--- config.mk ---
export PLATFORM = sky130hd
export DESIGN_NAME = phy_pwrup_seq
export DESIGN_NICKNAME = d
export VERILOG_FILES = /design/src/rtl/phy_seq_pkg.sv /design/src/rtl/phy_seq_timer.sv /design/src/rtl/phy_seq_status.sv /design/src/rtl/phy_pwrup_seq.sv
export SDC_FILE = /design/constraint.sdc
export NUM_CORES = 1
export LEC_CHECK = 0
export ABC_AREA = 1
export BUFFER_PORTS_ARGS = -buffer_cell sky130_fd_sc_hd__buf_2
export CORE_MARGIN = 8
export CORE_UTILIZATION = 45
export DETAILED_ROUTE_END_ITERATION = 7
export PLACE_DENSITY = 0.64
export SYNTH_ARGS = -nofsm -noshare
export SYNTH_HDL_FRONTEND = slang
export SYNTH_HIERARCHICAL = 1
export SYNTH_SLANG_ARGS = --single-unit
--- constraint.sdc ---
create_clock -name clk -period 2.4 [get_ports clk]
set_input_delay 0 -clock clk [delete_from_list [all_inputs] [get_ports clk]]
set_output_delay 0 -clock clk [all_outputs]
set_load 0.1 [all_outputs]
--- src/rtl/phy_seq_pkg.sv ---
package phy_seq_pkg;
    typedef enum logic [3:0] {
        S_IDLE    = 4'd0,
        S_CLR     = 4'd1,
        S_EN_CLK  = 4'd2,
        S_UNSHUT  = 4'd3,
        S_UNRST   = 4'd4,
        S_SETTLE  = 4'd5,
        S_POLL    = 4'd6,
        S_READY   = 4'd7,
        S_TIMEOUT = 4'd8
    } seq_state_t;

    typedef struct packed {
        logic clk_en;
        logic power;
        logic release_n;
        logic ready;
        logic timeout;
    } seq_out_t;
endpackage

--- src/rtl/phy_seq_timer.sv ---
module phy_seq_timer #(
    parameter int CNT_W = 10
) (
    input  logic             clk,
    input  logic             rst_n,
    input  logic             load,
    input  logic [CNT_W-1:0] load_val,
    input  logic             tick,
    output logic             expired
);
    logic [CNT_W-1:0] cnt_q;

    always_ff @(posedge clk or negedge rst_n) begin
        if (!rst_n) begin
            cnt_q <= '0;
        end else if (load) begin
            cnt_q <= load_val;
        end else if (tick && cnt_q != '0) begin
            cnt_q <= cnt_q - 1'b1;
        end
    end

    assign expired = (cnt_q == '0);
endmodule

--- src/rtl/phy_seq_status.sv ---
module phy_seq_status #(
    parameter int STAT_W   = 4,
    parameter int LOCK_POS = 0,
    parameter int STOP_POS = 2
) (
    input  logic [STAT_W-1:0] status,
    output logic              hit
);
    localparam logic [STAT_W-1:0] HIT_MASK =
        (STAT_W'(1) << LOCK_POS) | (STAT_W'(1) << STOP_POS);

    assign hit = |(status & HIT_MASK);
endmodule

--- src/rtl/phy_pwrup_seq.sv ---
module phy_pwrup_seq
    import phy_seq_pkg::*;
#(
    parameter int STAT_W       = 4,
    parameter int LOCK_POS     = 0,
    parameter int STOP_POS     = 2,
    parameter int STEP_TICKS   = 1,
    parameter int SETTLE_TICKS = 1000,
    parameter int POLL_LIMIT   = 100
) (
    input  logic              clk,
    input  logic              rst_n,
    input  logic              start_i,
    input  logic              abort_i,
    input  logic              tick_i,
    input  logic [STAT_W-1:0] phy_status_i,
    output logic              phy_clk_en_o,
    output logic              phy_power_o,
    output logic              phy_release_o,
    output logic              ready_o,
    output logic              timeout_o
);
    localparam int MAX_DLY = (SETTLE_TICKS > STEP_TICKS) ? SETTLE_TICKS : STEP_TICKS;
    localparam int TMR_W   = $clog2(MAX_DLY + 1);
    localparam int POLL_W  = $clog2(POLL_LIMIT + 1);
    localparam logic [TMR_W-1:0]  STEP_V   = TMR_W'(STEP_TICKS);
    localparam logic [TMR_W-1:0]  SETTLE_V = TMR_W'(SETTLE_TICKS);
    localparam logic [POLL_W-1:0] POLL_MAX = POLL_W'(POLL_LIMIT - 1);

    seq_state_t        state_q, state_d;
    logic              tmr_load;
    logic [TMR_W-1:0]  tmr_val;
    logic              tmr_done;
    logic              stat_hit;
    logic [POLL_W-1:0] tries_q;
    seq_out_t          outs;

    phy_seq_timer #(.CNT_W(TMR_W)) u_timer (
        .clk      (clk),
        .rst_n    (rst_n),
        .load     (tmr_load),
        .load_val (tmr_val),
        .tick     (tick_i),
        .expired  (tmr_done)
    );

    phy_seq_status #(.STAT_W(STAT_W), .LOCK_POS(LOCK_POS), .STOP_POS(STOP_POS)) u_status (
        .status (phy_status_i),
        .hit    (stat_hit)
    );

    // Next state and timer load
    always_comb begin
        state_d  = state_q;
        tmr_load = 1'b0;
        tmr_val  = STEP_V;
        if (abort_i) begin
            state_d = S_IDLE;
        end else begin
            unique case (state_q)
                S_IDLE, S_READY, S_TIMEOUT: begin
                    if (start_i) state_d = S_CLR;
                end
                S_CLR: begin
                    state_d  = S_EN_CLK;
                    tmr_load = 1'b1;
                end
                S_EN_CLK: begin
                    if (tmr_done) begin
                        state_d  = S_UNSHUT;
                        tmr_load = 1'b1;
                    end
                end
                S_UNSHUT: begin
                    if (tmr_done) state_d = S_UNRST;
                end
                S_UNRST: begin
                    state_d  = S_SETTLE;
                    tmr_load = 1'b1;
                    tmr_val  = SETTLE_V;
                end
                S_SETTLE: begin
                    if (tmr_done) state_d = S_POLL;
                end
                S_POLL: begin
                    if (tick_i) begin
                        if (stat_hit)                  state_d = S_READY;
                        else if (tries_q == POLL_MAX)  state_d = S_TIMEOUT;
                    end
                end
                default: state_d = S_IDLE;
            endcase
        end
    end

    // State register and poll attempt counter
    always_ff @(posedge clk or negedge rst_n) begin
        if (!rst_n) begin
            state_q <= S_IDLE;
            tries_q <= '0;
        end else begin
            state_q <= state_d;
            if (state_q != S_POLL)  tries_q <= '0;
            else if (tick_i)        tries_q <= tries_q + 1'b1;
        end
    end

    // Outputs decoded from state
    always_comb begin
        outs = '0;
        unique case (state_q)
            S_IDLE, S_CLR: outs = '0;
            S_EN_CLK:      outs.clk_en = 1'b1;
            S_UNSHUT: begin
                outs.clk_en = 1'b1;
                outs.power  = 1'b1;
            end
            S_UNRST, S_SETTLE, S_POLL, S_READY, S_TIMEOUT: begin
                outs.clk_en    = 1'b1;
                outs.power     = 1'b1;
                outs.release_n = 1'b1;
                outs.ready     = (state_q == S_READY);
                outs.timeout   = (state_q == S_TIMEOUT);
            end
            default: outs = '0;
        endcase
    end

    assign phy_clk_en_o  = outs.clk_en;
    assign phy_power_o   = outs.power;
    assign phy_release_o = outs.release_n;
    assign ready_o       = outs.ready;
    assign timeout_o     = outs.timeout;
endmodule

==> results.md <==
- Global route overflow: 0
- Unrepaired setup endpoints after global routing: no
- Clk buf depth: 2
- Most common library cells after synthesis: 81 x nand2_1, 31 x inv_1, 29 x nor2_1
- Fraction of layout cells with a size suffix above 1: between 15 and 20%
- Fin worst setup slack: 0.386 ns
- Crit end category: flip-flop
- # DRC: 0
- R2R Path Start: u_timer/cnt_q[0]$_DFFE_PN0P_
- Die width: roughly 75 um
- Initial Util: 46.6%
- Setup TNS: 0 ns
- Buffers plus inverters on the worst setup path: 3
- Met3 usage: 2.80%
- Area Growth Syn to Fin: 10.0%
- Fin util: between 50% and 60%
- Post-synth ARST share: 100%
- Period minus WS final: ~2 ns
- CTS tree: done
- Skew final: 0.00857 ns
- Post-Syn Area: 1560 um^2
- Via density: 4.78
- CP required: ~2.6 ns
- Vias after detailed routing: approximately 1,500
- Number of flops mapped to enable cells by yosys: 0
- Drt total wl: between 3 and 4 mm
- Finished Layout Cells: 305
- Met1 GRT Util: 15.3%
- Rel. slew slack: 65.8%
- Register-to-Register Path Depth: 11
- Max cap viols: 0
- Syn Inst Count: 242
- Crit path max-delay family: simple AND/OR/NAND/NOR gates
- Drt wl/cell: 10.6 um
- Warnings from Yosys: 6
- Final hold vios: 0
- Io pins: 14
- DRT iter0 DRCs: 105
- CP startpoint: u_timer/cnt_q[0]$_DFFE_PN0P_
- Leakage: 0.920 nW
- Post-CTS Setup Bufs: 0
- Fin. max-slew vios: 0
- Crit path cell chain: inv_1, ha_1, nand3_1, nor3_1, nand2_1, a31oi_1, inv_2, nand2_4, inv_1, nand2_1, nand2_1
- Die Ht: between 70 and 80 um
- CP Launch Type: flip-flop
- Mapped Avg Cell Area: 6.43 um^2
- M2 GR Usage: 19.5%
- CTS buffer count: 3
- Port Buffer Count: 11
- Area leader, netlist: dfrtp_1
- WHS Path Cells: 4
- Dpl ws: 0.133 ns
- Clk Latency, worst-skew pair: 0.30 ns
- Initial antenna violation count: 0
- CTS Sinks: 21
- CTS root buf: clkbuf_4
- Synth Register Bits: 21
- Levels on crit path: 11
- Number of global-route vias before repair: around 1,300
- Hpwl dp: 2.50 mm
- Slowest stage cell, crit path: dfrtp_1
- Pre-antenna DRT Iters: 4
- Total Routing Usage GR: 12.0%
- Maximum vdd ir drop: 0.495 mV
- DIE AREA: roughly 5600 um^2
- Core area: 3340 um^2
- Max incr delay on CP: 0.39 ns
- Worst setup path class: reg2reg
- Top-count cell post-synth: nand2_1
- Reg clk slew, reported paths: 0.11 ns
- Hold_ws: 0.0739 ns
- Pin count of the biggest net entering global routing: 22
- Hold Crit Class: in2reg
- Power Density: 1080 nW/um^2
- Top cells by area, synth: dfrtp_1 34%, nand2_1 20%, inv_1 7.5%
- Post-DP Area: ~1700 um^2
- Design area: 1710 um^2
- Period utilisation layout: 83.9%
- Htree depth: 1
- Unique masters post-synth: 26
- GR peak layer: met2
- Arr. time, crit path: 2.22 ns
- Post-DRT Antenna Nets: 0
- Worst slew pin tran: 0.511 ns
- Register area share after synthesis: 33.8%
- Setup violations, final: 0
- CP most frequent cell: nand2_1
- Total Power: around 1.9 mW
- Status: finished clean
- Nets: 271
- Synth Flop Type: dfrtp_1
- Synth top area share: 33.8%
- Min-delay src: abort_i
- Row count: 21
- F_max: between 400 and 500 MHz
- First-pass GRT wire length: about 5.3 mm
- DP Cell Count: 299
- Routability cong.: 0.912
- # diodes: 0
- Worst-path fanout max: 15
cells in the final DEF (no fill, tap or decap), drive strengths merged:
cell type / n
conb: 3
nand3: 20
nand4: 5
clkbuf: 4
ha: 2
dlygate4sd3: 2
nor3: 2
a31oi: 2
dfrtp: 21
buf: 12
a21oi: 8
inv: 35
nor2: 36
nor3b: 1
nand2: 88
nand3b: 3
o21ai: 15
report_power, final:
group | leakage, nW | total (mW) | switching (mW) | internal [mW]
registers | 0.280 | 0.552 | 0.102 | 0.449
logic | 0.625 | 1.13 | 0.793 | 0.340
clock network | 0.0150 | 0.173 | 0.108 | 0.0647
area by class of cell:
class	instances	area, um^2
Multi-Input combinational cell	185	890
Sequential cell	21	526
Clock buffer	4	26.3
Tap cell	46	57.6
Inverter	35	131
Fill cell	350	1620
Timing Repair Buffer	14	82.6
flip-flops by register name (all words and copies together) (netlist names):
name	cells
u_timer/cnt_q	10
tries_q	7
state_q	4
kinds of logic (layout without fill, tap and decap cells):
kind of cell	Yosys count	in the layout	share of synthesized area [%]
AND/OR/NAND/NOR	155	155	44.8
adder cells (fa/ha/maj)	2	2	1.61
AO/OA/AOI/OAI	25	25	9.89
buffers and inverters	38	53	9.73
flip-flops	21	21	33.8
other	1	3	0.241
worst min-delay path: cells and delay by family:
kind                   cells  cell delay [ns]
buffers and inverters      1             0.18
and+or+nand+nor            2             0.10
AOI/OAI and AO/OA          1             0.06
per-layer routing:
layer	share of wire [%]	routed length [um]
met1	51	1660
met2	45	1470
met3	2.5	80
met4	0.71	23
met5	0	0
what timing repair did:
action                                  4_1_cts  5_1_grt
endpoints found under the setup margin        0        3
hold endpoints to repair                     22        0
hold buffers                                  2        0
resized for setup                             0        1
path summary, 6_finish.rpt:
check / end / slack, ns
min in group asynchronous: state_q[3]$_DFFE_PN0P_ / 0.17
setup / recovery: u_timer/cnt_q[5]$_DFFE_PN0P_ / 0.39
hold / removal: state_q[1]$_DFFE_PN0P_ / 0.07
max in group asynchronous: u_timer/cnt_q[4]$_DFFE_PN0P_ / 1.89
hold reg to reg: tries_q[6]$_DFFE_PN0P_ / 0.52
setup reg to reg: u_timer/cnt_q[5]$_DFFE_PN0P_ / 0.39
Power figures use the tool's default switching activity.
